==> config.mk <==
export PLATFORM = sky130hd
export DESIGN_NAME = ext_edge_irq
export DESIGN_NICKNAME = d
export VERILOG_FILES = /design/src/rtl/eei_pkg.sv /design/src/rtl/eei_sync.sv /design/src/rtl/eei_edge_det.sv /design/src/rtl/eei_regs.sv /design/src/rtl/ext_edge_irq.sv
export SDC_FILE = /design/constraint.sdc
export NUM_CORES = 1
export LEC_CHECK = 0
export BUFFER_PORTS_ARGS = -buffer_cell sky130_fd_sc_hd__buf_2
export CAP_MARGIN = 20
export CORE_AREA = 10 10 79 81
export CTS_CLUSTER_DIAMETER = 40
export CTS_CLUSTER_SIZE = 20
export DETAILED_ROUTE_END_ITERATION = 16
export DIE_AREA = 0 0 89 91
export PLACE_DENSITY = 0.7
export SYNTH_ARGS = -nofsm -noshare
export SYNTH_HDL_FRONTEND = slang
export SYNTH_HIERARCHICAL = 1
export SYNTH_SLANG_ARGS = --single-unit
==> constraint.sdc <==
create_clock -name clk -period 0.95 [get_ports clk]
set_input_delay 0.0475 -clock clk [delete_from_list [all_inputs] [get_ports clk]]
set_output_delay 0.0475 -clock clk [all_outputs]
set_load 0.01 [all_outputs]
==> src/rtl/eei_pkg.sv <==
package eei_pkg;

    typedef enum logic [1:0] {
        EDGE_FALL = 2'b00,
        EDGE_RISE = 2'b01,
        EDGE_RSVD = 2'b10,
        EDGE_BOTH = 2'b11
    } edge_sel_e;

    localparam int SEL_W = 2;

endpackage

==> src/rtl/eei_sync.sv <==
module eei_sync #(
    parameter int WIDTH  = 7,
    parameter int STAGES = 2
) (
    input  logic             clk,
    input  logic             rst_n,
    input  logic [WIDTH-1:0] async_i,
    output logic [WIDTH-1:0] sync_o
);

    logic [WIDTH-1:0] stg_d [STAGES];
    logic [WIDTH-1:0] stg_q [STAGES];

    always_comb begin
        stg_d[0] = async_i;
        for (int s = 1; s < STAGES; s++) begin
            stg_d[s] = stg_q[s-1];
        end
    end

    always_ff @(posedge clk) begin
        for (int s = 0; s < STAGES; s++) begin
            if (!rst_n) stg_q[s] <= '0;
            else        stg_q[s] <= stg_d[s];
        end
    end

    assign sync_o = stg_q[STAGES-1];

endmodule

==> src/rtl/eei_edge_det.sv <==
module eei_edge_det
    import eei_pkg::*;
#(
    parameter int WIDTH = 7,
    localparam int MODE_W = WIDTH * SEL_W
) (
    input  logic              clk,
    input  logic              rst_n,
    input  logic [WIDTH-1:0]  sync_i,
    input  logic [MODE_W-1:0] mode_i,
    output logic [WIDTH-1:0]  hit_o,
    output logic [WIDTH-1:0]  pulse_o
);

    typedef struct packed {
        logic [WIDTH-1:0] prev;
        logic [WIDTH-1:0] pulse;
    } det_t;

    det_t det_d, det_q;
    logic [WIDTH-1:0] rise, fall, hit;

    always_comb begin
        rise = sync_i & ~det_q.prev;
        fall = ~sync_i & det_q.prev;
        for (int i = 0; i < WIDTH; i++) begin
            case (edge_sel_e'(mode_i[SEL_W*i +: SEL_W]))
                EDGE_FALL: hit[i] = fall[i];
                EDGE_RISE: hit[i] = rise[i];
                EDGE_BOTH: hit[i] = rise[i] | fall[i];
                default:   hit[i] = 1'b0;
            endcase
        end
        det_d.prev  = sync_i;
        det_d.pulse = hit;
    end

    always_ff @(posedge clk) begin
        if (!rst_n) det_q <= '0;
        else        det_q <= det_d;
    end

    assign hit_o   = hit;
    assign pulse_o = det_q.pulse;

    for (genvar i = 0; i < WIDTH; i++) begin : g_chk
        // a pulse requires that the synchronized input changed one edge earlier
        p_pulse_on_change_r8: assert property (@(posedge clk) disable iff (!rst_n)
            det_q.pulse[i] |-> ($past(sync_i[i]) != $past(sync_i[i], 2)));
    end

endmodule

==> src/rtl/eei_regs.sv <==
module eei_regs
    import eei_pkg::*;
#(
    parameter int NUM_PINS = 7,
    parameter int DATA_W   = 8,
    localparam int BITS    = NUM_PINS * SEL_W,
    localparam int REG_CNT = (BITS + DATA_W - 1) / DATA_W,
    localparam int TOT     = REG_CNT * DATA_W,
    localparam int ADDR_W  = (REG_CNT > 1) ? $clog2(2 * REG_CNT) : 1,
    localparam int IDX_W   = $clog2(DATA_W)
) (
    input  logic              clk,
    input  logic              rst_n,
    input  logic              bus_wr,
    input  logic              bus_bitop,
    input  logic [ADDR_W-1:0] bus_addr,
    input  logic [IDX_W-1:0]  bus_bidx,
    input  logic              bus_bval,
    input  logic [DATA_W-1:0] bus_wdata,
    output logic [DATA_W-1:0] bus_rdata,
    output logic [BITS-1:0]   mode_o
);

    function automatic logic [TOT-1:0] impl_mask();
        logic [TOT-1:0] m;
        for (int b = 0; b < TOT; b++) m[b] = (b < BITS);
        return m;
    endfunction

    localparam logic [TOT-1:0] IMPL = impl_mask();

    typedef struct packed {
        logic [TOT-1:0] cfg;
    } regs_t;

    regs_t regs_d, regs_q;
    int unsigned ridx;
    logic addr_ok;
    logic [DATA_W-1:0] cur, nxt;

    always_comb begin
        ridx    = 32'(bus_addr) >> 1;
        addr_ok = !bus_addr[0] && (ridx < REG_CNT);
        cur     = '0;
        nxt     = '0;
        regs_d  = regs_q;
        if (addr_ok) cur = regs_q.cfg[ridx*DATA_W +: DATA_W];
        if (bus_wr && addr_ok) begin
            if (bus_bitop) begin
                nxt           = cur;
                nxt[bus_bidx] = bus_bval;
            end else begin
                nxt = bus_wdata;
            end
            regs_d.cfg[ridx*DATA_W +: DATA_W] = nxt;
        end
        regs_d.cfg = regs_d.cfg & IMPL;
        bus_rdata  = cur;
    end

    always_ff @(posedge clk) begin
        if (!rst_n) regs_q <= '0;
        else        regs_q <= regs_d;
    end

    assign mode_o = regs_q.cfg[BITS-1:0];

    // a single-bit write alters at most one stored bit
    p_bit_write_local_r7: assert property (@(posedge clk) disable iff (!rst_n)
        (bus_wr && bus_bitop) |=> ($countones(regs_q.cfg ^ $past(regs_q.cfg)) <= 1));

    // writes to odd or absent offsets leave the configuration untouched
    p_bad_addr_ignored_r5: assert property (@(posedge clk) disable iff (!rst_n)
        (bus_wr && !addr_ok) |=> $stable(regs_q.cfg));

    // bits with no pin behind them never read as one
    p_unimpl_read_zero_r5: assert property (@(posedge clk) disable iff (!rst_n)
        (addr_ok && ridx == REG_CNT - 1) |->
            ((bus_rdata & ~IMPL[(REG_CNT-1)*DATA_W +: DATA_W]) == '0));

endmodule

==> src/rtl/ext_edge_irq.sv <==
module ext_edge_irq
    import eei_pkg::*;
#(
    parameter int NUM_PINS    = 7,
    parameter int DATA_W      = 8,
    parameter int NUM_TRIG    = 2,
    parameter int TRIG_BASE   = 2,
    parameter int SYNC_STAGES = 2,
    localparam int BITS       = NUM_PINS * SEL_W,
    localparam int REG_CNT    = (BITS + DATA_W - 1) / DATA_W,
    localparam int ADDR_W     = (REG_CNT > 1) ? $clog2(2 * REG_CNT) : 1,
    localparam int IDX_W      = $clog2(DATA_W)
) (
    input  logic                clk,
    input  logic                rst_n,
    input  logic [NUM_PINS-1:0] pins_i,
    input  logic [NUM_TRIG-1:0] trig_en_i,
    input  logic                bus_wr_i,
    input  logic                bus_bitop_i,
    input  logic [ADDR_W-1:0]   bus_addr_i,
    input  logic [IDX_W-1:0]    bus_bidx_i,
    input  logic                bus_bval_i,
    input  logic [DATA_W-1:0]   bus_wdata_i,
    output logic [DATA_W-1:0]   bus_rdata_o,
    output logic [NUM_PINS-1:0] irq_o,
    output logic [NUM_TRIG-1:0] trig_o
);

    logic [NUM_PINS-1:0] pin_sync;
    logic [NUM_PINS-1:0] hit;
    logic [BITS-1:0]     mode;

    typedef struct packed {
        logic [NUM_TRIG-1:0] trig;
    } top_t;

    top_t top_d, top_q;

    eei_regs #(.NUM_PINS(NUM_PINS), .DATA_W(DATA_W)) u_regs (
        .clk       (clk),
        .rst_n     (rst_n),
        .bus_wr    (bus_wr_i),
        .bus_bitop (bus_bitop_i),
        .bus_addr  (bus_addr_i),
        .bus_bidx  (bus_bidx_i),
        .bus_bval  (bus_bval_i),
        .bus_wdata (bus_wdata_i),
        .bus_rdata (bus_rdata_o),
        .mode_o    (mode)
    );

    eei_sync #(.WIDTH(NUM_PINS), .STAGES(SYNC_STAGES)) u_sync (
        .clk     (clk),
        .rst_n   (rst_n),
        .async_i (pins_i),
        .sync_o  (pin_sync)
    );

    eei_edge_det #(.WIDTH(NUM_PINS)) u_det (
        .clk     (clk),
        .rst_n   (rst_n),
        .sync_i  (pin_sync),
        .mode_i  (mode),
        .hit_o   (hit),
        .pulse_o (irq_o)
    );

    always_comb begin
        top_d.trig = hit[TRIG_BASE +: NUM_TRIG] & trig_en_i;
    end

    always_ff @(posedge clk) begin
        if (!rst_n) top_q <= '0;
        else        top_q <= top_d;
    end

    assign trig_o = top_q.trig;

    for (genvar i = 0; i < NUM_PINS; i++) begin : g_pin_chk
        // the reserved code never lets a request out
        p_reserved_silent_r4: assert property (@(posedge clk) disable iff (!rst_n)
            irq_o[i] |-> ($past(mode[SEL_W*i +: SEL_W]) != EDGE_RSVD));
    end

    for (genvar k = 0; k < NUM_TRIG; k++) begin : g_trig_chk
        // a trigger pulse always coincides with its pin's interrupt pulse
        p_trig_with_irq_r9: assert property (@(posedge clk) disable iff (!rst_n)
            trig_o[k] |-> irq_o[TRIG_BASE + k]);
        // no trigger pulse unless its enable was high when it was registered
        p_trig_gated_r9: assert property (@(posedge clk) disable iff (!rst_n)
            trig_o[k] |-> $past(trig_en_i[k]));
    end

endmodule

==> After elaboration in Yosys (flattened, before gate mapping) <==
Memory sizes are Yosys's and may differ from the RTL's.
Cells that the tools add are included.
{ "totals": {"regBits": 32, "ramBits": 14, "in_bits": 27, "output_inout_bits": 17, "elab_cells": 70, "memories": 1} }
{ "op_classes": {"n_addsub": 1, "magnitude_cmp": 3, "eq_ne": 14, "shift": 3, "muxes": 18, "bitwise": 14, "n_reduce_logical": 11} }
{ "memory_table": {"columns": ["name", "depth", "width", "rd", "rd_clocked_by_memory_dff", "write_ports", "line_no", "rtl"], "rows": [
  ["u_sync.stg_q", 2, 7, 2, 0, 2, "eei_sync.sv:12", "logic [WIDTH-1:0] stg_q [STAGES];"]
]} }
{ "op_table": {"columns": ["operator", "n"], "rows": [
  ["4-bit negator with 34-bit output", 1],
  ["8-bit by 34-bit variable shift with 16-bit output, first input constant", 1],
  ["8-bit by 34-bit variable part select with 16-bit output", 1],
  ["8-bit two-way mux", 3],
  ["1-bit one-hot mux with 3 select lines", 7],
  ["16-bit bitwise mux", 1],
  ["16-bit by 5-bit variable part select with 8-bit output", 1],
  ["7-bit bitwise AND", 2],
  ["2-bit by 1-bit == test with 1-bit output, second input constant", 7],
  ["2-bit == test, second input constant", 7],
  ["2-bit logical NOT", 7],
  ["7-bit two-way mux", 2],
  ["7-bit NOT", 2],
  ["1-bit bitwise OR", 9],
  ["8-bit bitwise mux", 1],
  ["3-bit by 4-bit less-than comparator with 1-bit output, second input constant", 1],
  ["1-bit demux with 3-bit select", 1],
  ["3-bit by 1-bit >= comparator with 1-bit output, second input constant", 1],
  ["1-bit logical AND", 3],
  ["1-bit two-way mux", 3],
  ["2-bit bitwise AND", 1],
  ["1-bit by 2-bit less-than comparator with 1-bit output, second input constant", 1],
  ["1-bit logical NOT", 1]
]} }

==> Longest topological paths before layout <==
Gate-level depths: netlist (run 1).
{ "logic_depth": {"ltp_word": 9, "ltp_mapped": 5, "depth_no_buf": 5} }

==> Cells and area by module <==
The synthesis (run 1) kept the hierarchy.
{ "by_module_without_submodules": {"columns": ["mod", "instances", "cells_each", "area_each_um2", "seq_area_each_um2"], "rows": [
  ["eei_regs", 1, 107, 950.9, 280.3],
  ["eei_edge_det", 1, 85, 835.8, 280.3],
  ["eei_sync", 1, 29, 391.6, 280.3],
  ["ext_edge_irq", 1, 4, 52.6, 40.0]
]} }

==> Worst setup path before layout (run 1) <==
OpenSTA, ideal clock, no wires.
{ "synth_timing": {"kind": "register to register", "from": "register u_regs.regs_q[6]", "to": "register u_regs.regs_q[6]", "setup_ns": 0.074, "arrival_time_ns": 1.044, "required_time_ns": 0.876, "slack_ns": -0.168, "stages_incl_launch_ff": 4, "n_path_buf": 0, "period_less_slack_ns": 1.118, "path_cell_list": "dfxtp_1 -> nor3b_1 -> o211ai_1 -> a31oi_1"} }
{ "synth_between": {"elab_chain_cells": 7} }
{ "synth_lines": {"columns": ["element", "line_no", "rtl"], "rows": [
  ["start, declared", "eei_regs.sv:36", "regs_t regs_d, regs_q;"],
  ["start signal, assigned", "eei_regs.sv:63", "else regs_q <= regs_d;"],
  ["16-bit by 5-bit variable part select with 8-bit output", "eei_regs.sv:47", "if (addr_ok) cur = regs_q.cfg[ridx*DATA_W +: DATA_W];"],
  ["8-bit two-way mux", "eei_regs.sv:47", null],
  ["net bus_rdata_o[6]", "ext_edge_irq.sv:24", "output logic [DATA_W-1:0] bus_rdata_o,"],
  ["8-bit bitwise mux", "eei_regs.sv:51", "nxt[bus_bidx] = bus_bval;"],
  ["8-bit two-way mux", "eei_regs.sv:49", "if (bus_bitop) begin"],
  ["8-bit two-way mux", "eei_regs.sv:48", "if (bus_wr && addr_ok) begin"],
  ["8-bit by 34-bit variable part select with 16-bit output", "eei_regs.sv:55", "regs_d.cfg[ridx*DATA_W +: DATA_W] = nxt;"],
  ["16-bit bitwise mux", "eei_regs.sv:55", null]
]} }
The timed path passes the listed nets, and every way through them passes these cells. The select of a mux whose other input is x is not followed.
A chain may end at the register's enable or synchronous reset.

==> Worst setup path in the final report (run 1) <==
{ "layout_timing": {"from": "register u_regs.regs_q[12]", "to": "output bus_rdata_o[4]"} }
{ "layout_between": {"elab_chain_cells": 2} }
{ "layout_lines": {"columns": ["element", "line_no"], "rows": [
  ["16-bit by 5-bit variable part select with 8-bit output", "eei_regs.sv:47"],
  ["8-bit two-way mux", "eei_regs.sv:47"],
  ["end, declared", "ext_edge_irq.sv:24"]
]} }
No other way between the ends.

==> results of run 1 <==
cells in the mapped netlist, types with 6 or more instances:
cell type and number:
inv_1 16, nand2_1 6, a31oi_1 8, mux2i_1 13, and2_2 10, dfxtp_1 44, ha_1 14, and2_1 18
buf_4 7, o221ai_1 6, nor2_1 10
worst reg2reg max path, delay by kind of cell (launching register included):
kind	cells	cell delay, ns
AO/OA/AOI/OAI	2	0.49
buffers and inverters	1	0.13
flip-flops	1	0.35
multiplexers	1	0.08
worst max-delay path by stage:
stage	end	cells after the start
floorplan	trig_o[1]	5
global placement	u_regs/regs_q[8]	5
detailed placement	u_regs/regs_q[8]	4
CTS	bus_rdata_o[5]	4
global route	bus_rdata_o[4]	4
finish	bus_rdata_o[4]	4
power groups by stage:
| stage | Clock [mW] | Combinational [mW] | Sequential (mW) |
|---|---|---|---|
| 5_1_grt | 1.30 | 0.760 | 1.97 |
| 2_1_floorplan | 0 | 0.310 | 2.01 |
| 3_3_place_gp | 0 | 0.558 | 2.01 |
| 6_report | 1.19 | 0.694 | 1.96 |
| 3_5_place_dp | 0 | 0.569 | 2.02 |
| 4_1_cts | 1.22 | 0.658 | 1.97 |
final cells by class:
cell class	instances	share of cell area, %
Clock buffer	7	2.64
Clock inverter	1	0.230
Inverter	16	1.92
Multi-Input combinational cell	148	42.3
Sequential cell	44	28.7
Tap cell	54	2.07
Timing Repair Buffer	102	22.1
flip-flops by register name, summed over array words and instances (netlist names):
signal	flops
u_det/pulse_o	7
u_det/det_q	7
u_sync/stg_q	14
u_regs/regs_q	14
trig_o	2
through the flow:
stage | instances | setup WS, ns | TNS, ns
floorplan | 225 | -0.0512 | -0.300
finish | 372 | -0.224 | -3.34
global route | 372 | -0.271 | -4.79
global placement | 346 | -0.162 | -2.58
detailed placement | 346 | -0.166 | -3.06
CTS | 373 | -0.230 | -3.21
cell families after synthesis:
group	after synthesis	synth area share, %
AND/OR/NAND/NOR	78	22.8
buffers and inverters	33	7.68
AO/OA/AOI/OAI	43	16.4
multiplexers	13	5.83
adder cells (fa/ha/maj)	14	7.85
flip-flops	44	39.5
timing repair:
item                                    4_1_cts  5_1_grt
buffers inserted                             10        2
endpoints found under the setup margin       27       31
pin swaps                                    17       13
hold buffers                                  9        0
gates resized for setup                      28       25
endpoints found under the hold margin         9        0
metal layers:
layer,part of all wire [%],vias to the layer above,wire (um)
met3,4.9,9,275
met2,51,48,2880
met5,0,-,0
met4,1.4,0,78
li1,-,975,-
met1,42,930,2370
==> flow_summary.toml, run 1 <==
[floorplanning]
start_util_pct = 47.9
die_w_um = 89
io_pins = 44
row_count = 25
core_sq_um = 4660
die_y_um = 91
die_area_sq_um = 8100

[pwr]
intPower_mw = 2.88
power_frac_clock_pct = 31.0
seqPwrFrac_pct = 51.0
finalPower_mw = 3.85
switching_share_pct = 25.1
max-vdd-ir-drop_mv = 1.15
p_switching_uw = 967
pwr-share-comb_pct = 18.0
leakage_nw = 1.33
p_per_area_nw_per_um2 = 1180

[worst_setup_path]
r2r_start = "u_regs/regs_q[2]"
worst-path-buf-inv = 2
critPathRequiredTime_ns = 0.90
rr_worst_depth = 4
crit_path_top_delay_cell = "dfxtp_2"
startpoint = "u_regs/regs_q[12]"
critPathKind = "reg2out"
crit_path_cell_trace = "mux2i_2 -> buf_4 -> nor2_1 -> buf_2"
crit_path_start_kind = "register"
r2r_slack_ns = -0.18
cp-end-kind = "primary output"
crit_fanout = 2
crit_family = "flip-flops"
worstPathArrival_ns = 1.13
r2r_end = "u_regs/regs_q[10]"
crit_path_max_incr_delay_ns = 0.34

[final_layout]
final_util_pct = 70.0
fill_cells = 358
mostFrequentLayoutCells = "buf_4, buf_2, dfxtp_2, and2_1, dfxtp_1"
layout-drive-gt1-share_pct = 61.6
num_antenna_cells = 0
mostFrequentLayoutCell = "buf_4"
area_delta_synth_final_pct = 46.3
seq_area_sq_um = 938
multi_input_area_sq_um = 1380
layout.nets = 358
fin_area_sq_um = 3260

[timing]
rsz0062_at_grt = "yes"
finalSetupViolCount = 28
final.setup_skew_ns = 0.00420
maxSlewHeadroom_pct = 75.0
fmax_mhz = 852
fin_crit_sh_pct = 124
min_period_ns = 1.17
slew_violations = 0
layout_setup_ws_ns = -0.224
hold_violations = 0
hold_slack_ns = 0.00375
tightest_slew_ns = 0.375

[global_routing]
grt_first_pass_wirelength_um = 9200
overflow = 0
grt_pass1_vias = 1992
grtUsageMet1_pct = 16.1
use_met2_pct = 24.0
grt_use_met3_pct = 3.49
busiest_layer = "met2"
antenna_found_initial = 0
grt_max_degree = 22
grt_util_all_layers_pct = 14.0

[cts]
clkTransAtPathRegs_ns = 0.08
clkSinkCount = 44
htree_num_levels = 2
cts_tree = "built"
cts_root_buffer = "clkbuf_8"
clk_latency_ns = 0.29
clockBufferDepth = 2
cts_buffers = 5

[logic_synthesis]
syn_area_sq_um = 2230
syn_nets = 266
synthesis.instances = 225
synth_cell_types = 41
ys.flop_type = "dfxtp_1"
synth_area_leaders = "dfxtp_1, ha_1, mux2i_1"
synth-edff-count = 0
ys_ff_latch = 44
synthArstFlopShare_pct = 0
yosys_warnings = 6
synth.top_cell.area_share_pct = 39.5
synth_top_cell_by_area = "dfxtp_1"
synth-seq-area-share_pct = 39.5
synth.avg_cell_area_sq_um = 9.92

[drt]
drt_pass1_iterations = 4
initialDrtViolationCount = 92
vias = 1962
wirelength_um = 5600
via_per_inst = 5.27
ant_nets = 0
post_drt_wl_per_cell_um = 15.1
drcViolationCount = 0

[status]
violations = "negative setup slack"
status = "finished, violations left"

[worst_hold_path]
min_to = "u_regs/regs_q[6]"
hp-start = "bus_wdata_i[6]"
min_path_type = "in2reg"
min_path_cells = 3

[placed_design]
gp_congestion = 0.844
place.port_buffers = 43
placed_area_sq_um = 2800
dp_hpwl_um = 4050

[job]
drv_cap = 0
(Power assumes the default switching activity.)
==> run 2, diff against run 1 <==
--- a/config.mk
+++ b/config.mk
@@ -7,11 +7,11 @@
 export LEC_CHECK = 0
 export BUFFER_PORTS_ARGS = -buffer_cell sky130_fd_sc_hd__buf_2
 export CAP_MARGIN = 20
-export CORE_AREA = 10 10 79 81
+export CORE_AREA = 2 2 71 73
 export CTS_CLUSTER_DIAMETER = 40
 export CTS_CLUSTER_SIZE = 20
 export DETAILED_ROUTE_END_ITERATION = 16
-export DIE_AREA = 0 0 89 91
+export DIE_AREA = 0 0 73 75
 export PLACE_DENSITY = 0.7
 export SYNTH_ARGS = -nofsm -noshare
 export SYNTH_HDL_FRONTEND = slang
==> flow_summary.toml, run 2 (same netlist as run 1, synthesis figures left out) <==
[pwr]
intPower_mw = 2.79
p_per_area_nw_per_um2 = 1160
switching_share_pct = 25.2
seqPwrFrac_pct = 52.7
power_frac_clock_pct = 28.9
finalPower_mw = 3.73
max-vdd-ir-drop_mv = 1.13
pwr-share-comb_pct = 18.4
leakage_nw = 1.33
p_switching_uw = 940

[placed_design]
dp_hpwl_um = 3680
place.port_buffers = 43
placed_area_sq_um = 2800
dp_cells = 347
gp_congestion = 0.855

[drt]
vias = 1977
via_per_inst = 5.33
drt_pass1_iterations = 4
drcViolationCount = 0
ant_nets = 0
initialDrtViolationCount = 46
wirelength_um = 5190
post_drt_wl_per_cell_um = 14.0

[global_routing]
antenna_found_initial = 0
grt_util_all_layers_pct = 19.5
grt_max_degree = 19
overflow = 0
grt_first_pass_wirelength_um = 8310
grt_pass1_vias = 1914

[worst_setup_path]
crit_fanout = 2
cp-end-kind = "primary output"
r2r_end = "u_regs/regs_q[0]"
r2r_start = "u_regs/regs_q[0]"
rr_worst_depth = 4
worstPathArrival_ns = 1.10
r2r_slack_ns = -0.17
critPathKind = "reg2out"
crit_path_start_kind = "register"
critPathRequiredTime_ns = 0.90

[final_layout]
area_delta_synth_final_pct = 43.8
mostFrequentLayoutCells = "buf_4, buf_2, dfxtp_2, and2_1, dfxtp_1"
fin_area_sq_um = 3210
instances_no_fill = 371
num_antenna_cells = 0
mostFrequentLayoutCell = "buf_4"
layout.nets = 358
final_util_pct = 68.8
layout-drive-gt1-share_pct = 61.2
reg_top3 = "u_regs/regs_q: 14 flops, u_sync/stg_q: 14 flops"

[timing]
fin_crit_sh_pct = 121
slew_violations = 0
final.setup_skew_ns = 0.00116
finalSetupViolCount = 28
tightest_slew_ns = 0.411
hold_violations = 0
fin_tns_setup_ns = -2.94
min_period_ns = 1.15
layout_setup_ws_ns = -0.198
maxSlewHeadroom_pct = 72.6
fmax_mhz = 871
rsz0062_at_grt = "yes"

[cts]
clkSinkCount = 44
cts_buffers = 5
clkTransAtPathRegs_ns = 0.08
htree_num_levels = 2
clk_latency_ns = 0.28
cts_tree = "built"
cts_root_buffer = "clkbuf_8"
clockBufferDepth = 2

[status]
violations = "negative setup slack"
status = "finished, violations left"

[floorplanning]
die_area_sq_um = 5480
die_y_um = 75
die_w_um = 73
io_pins = 44
row_count = 25
core_sq_um = 4660
start_util_pct = 47.9

[worst_hold_path]
min_path_cells = 3
min_to = "u_regs/regs_q[7]"
min_path_type = "in2reg"
hp-start = "bus_wdata_i[7]"

[job]
drv_cap = 0
-- run 2: cell types whose count changed in the layout (fill, tap and decap cells not counted), sizes merged --
cell,previous run,this run
clkbuf,7,6
clkinvlp,1,0
clkinv,0,1
-- run 2: final cells by class --
class                           instances  area, sq um
Multi-Input combinational cell        148         1370
Clock buffer                            6         72.6
Timing Repair Buffer                  102          707
Sequential cell                        44          928
Tap cell                               54         67.6
Clock inverter                          1         5.00
Fill cell                             371         1450
Inverter                               16         60.1
-- run 2: worst max-delay path: stages, from the launching register on --
cell	delay, ns
dfxtp_2	0.34
mux2i_2	0.18
buf_4	0.14
nor2_1	0.03
buf_2	0.13
-- run 2: power groups by stage --
stage | Sequential (mW) | Clock (mW) | Combinational, mW
final | 1.97 | 1.08 | 0.689
after global routing | 1.98 | 1.18 | 0.750
after CTS | 1.96 | 1.11 | 0.648
after detailed placement | 2.01 | 0 | 0.575
after global placement | 2.01 | 0 | 0.566
after floorplan | 2.01 | 0 | 0.310
-- run 2: per-layer routing --
| metal | vias to the layer above | routed length [um] | GRT usage, % |
|---|---|---|---|
| li1 | 977 | - | - |
| met1 | 940 | 2190 | 22.9 |
| met2 | 52 | 2710 | 35.3 |
| met3 | 8 | 215 | 4.15 |
| met4 | 0 | 66 | 6.79 |
| met5 | - | 0 | 0 |
-- run 2: how the worst max path moves through the flow --
stage                                   from                to  cells past startpoint
after floorplan           u_sync/stg_q[1][3]         trig_o[1]                      5
final                       u_regs/regs_q[0]    bus_rdata_o[0]                      4
after global placement         bus_addr_i[1]  u_regs/regs_q[8]                      5
after CTS                  u_regs/regs_q[13]    bus_rdata_o[5]                      4
after global routing        u_regs/regs_q[3]    bus_rdata_o[3]                      4
after detailed placement       bus_addr_i[1]  u_regs/regs_q[2]                      4
-- run 2: metrics by stage --
stage	hold slack, ns	setup slack (ns)
4_1_cts	0.0175	-0.225
3_3_place_gp	0.267	-0.197
5_1_grt	0.0373	-0.238
3_5_place_dp	0.271	-0.235
6_report	0.0202	-0.198
2_1_floorplan	0.167	-0.0512
-- run 2: repair_timing --
action	4_1_cts	5_1_grt
hold endpoints to repair	9	0
resized for setup	22	19
buffers inserted	9	3
setup endpoints to repair	28	30
pin swaps	20	16
hold buffers	9	0
==> run 3, diff against run 2 <==
--- a/config.mk
+++ b/config.mk
@@ -7,11 +7,11 @@
 export LEC_CHECK = 0
 export BUFFER_PORTS_ARGS = -buffer_cell sky130_fd_sc_hd__buf_2
 export CAP_MARGIN = 20
-export CORE_AREA = 2 2 71 73
+export CORE_AREA = 2 2 59 88
 export CTS_CLUSTER_DIAMETER = 40
 export CTS_CLUSTER_SIZE = 20
 export DETAILED_ROUTE_END_ITERATION = 16
-export DIE_AREA = 0 0 73 75
+export DIE_AREA = 0 0 61 90
 export PLACE_DENSITY = 0.7
 export SYNTH_ARGS = -nofsm -noshare
 export SYNTH_HDL_FRONTEND = slang
==> flow_summary.toml, run 3 (same netlist as run 1, synthesis figures left out) <==
[placed_design]
dp_hpwl_um = 3930
placed_area_sq_um = 2820
gp_congestion = 0.924
place.port_buffers = 43

[cts]
clockBufferDepth = 2
cts_root_buffer = "clkbuf_8"
clk_latency_ns = 0.30
clkTransAtPathRegs_ns = 0.08
clkSinkCount = 44
cts_buffers = 5
htree_num_levels = 2
cts_tree = "built"

[job]
drv_cap = 0

[timing]
min_period_ns = 1.15
layout_setup_ws_ns = -0.200
fin_tns_setup_ns = -3.29
final.setup_skew_ns = 0.00718
hold_violations = 0
fin_crit_sh_pct = 121
maxSlewHeadroom_pct = 75.2
slew_violations = 0
hold_slack_ns = 0.0166
finalSetupViolCount = 31
tightest_slew_ns = 0.371
rsz0062_at_grt = "yes"
fmax_mhz = 870

[worst_setup_path]
worstPathArrival_ns = 1.10
crit_family = "flip-flops"
crit_path_start_kind = "register"
critPathKind = "reg2out"
crit_path_max_incr_delay_ns = 0.34
cp-end-kind = "primary output"
crit_path_top_delay_cell = "dfxtp_4"
critPathRequiredTime_ns = 0.90
worst-path-buf-inv = 2
crit_path_cell_trace = "mux2i_1 -> buf_4 -> nor2_1 -> buf_2"
crit_fanout = 2

[final_layout]
mostFrequentLayoutCell = "buf_4"
num_antenna_cells = 0
final_util_pct = 68.6
layout-drive-gt1-share_pct = 62.0
area_delta_synth_final_pct = 46.8
fin_area_sq_um = 3270
fill_cells = 373
mostFrequentLayoutCells = "buf_4, buf_2, dfxtp_2, and2_1, dfxtp_1"
layout.nets = 362
reg_top3 = "u_regs/regs_q: 14 flops, u_sync/stg_q: 14 flops"

[global_routing]
grt_util_all_layers_pct = 21.2
antenna_found_initial = 0
grt_pass1_vias = 2019
grt_first_pass_wirelength_um = 8840
overflow = 0
grt_max_degree = 28

[pwr]
power_frac_clock_pct = 29.5
leakage_nw = 1.37
p_switching_mw = 1.00
p_per_area_nw_per_um2 = 1160
pwr-share-comb_pct = 19.0
intPower_mw = 2.81
switching_share_pct = 26.2
max-vdd-ir-drop_mv = 0.897
seqPwrFrac_pct = 51.5

[floorplanning]
row_count = 31
die_w_um = 61
die_area_sq_um = 5490
core_sq_um = 4770
die_y_um = 90
start_util_pct = 46.8
io_pins = 44

[drt]
wirelength_um = 5560
drt_pass1_iterations = 4
drcViolationCount = 0
vias = 2008
ant_nets = 0
initialDrtViolationCount = 85
post_drt_wl_per_cell_um = 14.4
via_per_inst = 5.19

[status]
violations = "negative setup slack"
status = "finished, violations left"

[worst_hold_path]
min_path_type = "in2reg"
[run 3: cell types whose count changed in the layout (fill, tap and decap cells not counted), moves of 2 or more]
cell	change
nor3b_4	+2
buf_2	-2
ha_2	+3
nor3b_2	-2
buf_6	+6
ha_4	-3
[run 3: tightest hold or removal path: cells and delay by family]
kind / cells / cell delay, ns
buf+inv: 1 / 0.10
compound gates: 1 / 0.08
simple gates: 1 / 0.06
[run 3: layout make-up]
class / instances / area, sq um / area share [%]
multi-input cells: 148 / 1350 / 41.2
flip-flops and latches: 44 / 926 / 28.3
repair buffers: 106 / 777 / 23.7
well taps: 66 / 82.6 / 2.52
clock buffers: 5 / 68.8 / 2.10
inverters: 16 / 60.1 / 1.83
clock inverters: 2 / 12.5 / 0.382
[run 3: power groups by stage]
stage,registers (mW),clock network [mW],logic (mW)
3_3_place_gp,2.01,0,0.571
6_report,1.96,1.12,0.724
2_1_floorplan,2.01,0,0.310
5_1_grt,1.97,1.23,0.785
3_5_place_dp,2.02,0,0.579
4_1_cts,1.96,1.15,0.670
[run 3: worst paths after layout]
path | endpoint | slack, ns | depth (start not counted) | from
setup / recovery | bus_rdata_o[2] | -0.20 | 4 | u_regs/regs_q[2]
hold / removal | u_regs/regs_q[6] | 0.02 | 3 | bus_wdata_i[6]
setup reg to reg | u_regs/regs_q[4] | -0.18 | 4 | u_regs/regs_q[12]
hold reg to reg | u_sync/stg_q[1][1] | 0.43 | 1 | u_sync/stg_q[0][1]
[run 3: through the flow]
step / cells / setup WS [ns] / total power, mW
floorplan: 225 / -0.0512 / 2.32
global route: 387 / -0.264 / 3.98
global placement: 358 / -0.172 / 2.59
detailed placement: 358 / -0.192 / 2.60
finish: 387 / -0.200 / 3.81
CTS: 384 / -0.240 / 3.78
[run 3: per-layer routing]
| metal | vias to the layer above | part of all wire [%] | global-route usage, % |
|---|---|---|---|
| li1 | 979 | - | - |
| met1 | 954 | 38 | 23.5 |
| met2 | 63 | 55 | 36.9 |
| met3 | 12 | 5.4 | 4.75 |
| met4 | 0 | 2.2 | 8.88 |
| met5 | - | 0 | 0 |
[run 3: what timing repair did]
item / CTS / global route
resized for setup: 23 / 24
hold buffers: 9 / 0
pin swaps: 14 / 11
buffers inserted: 11 / 3
endpoints found under the setup margin: 28 / 31
hold endpoints to repair: 9 / 0
gates cloned: 0 / 0
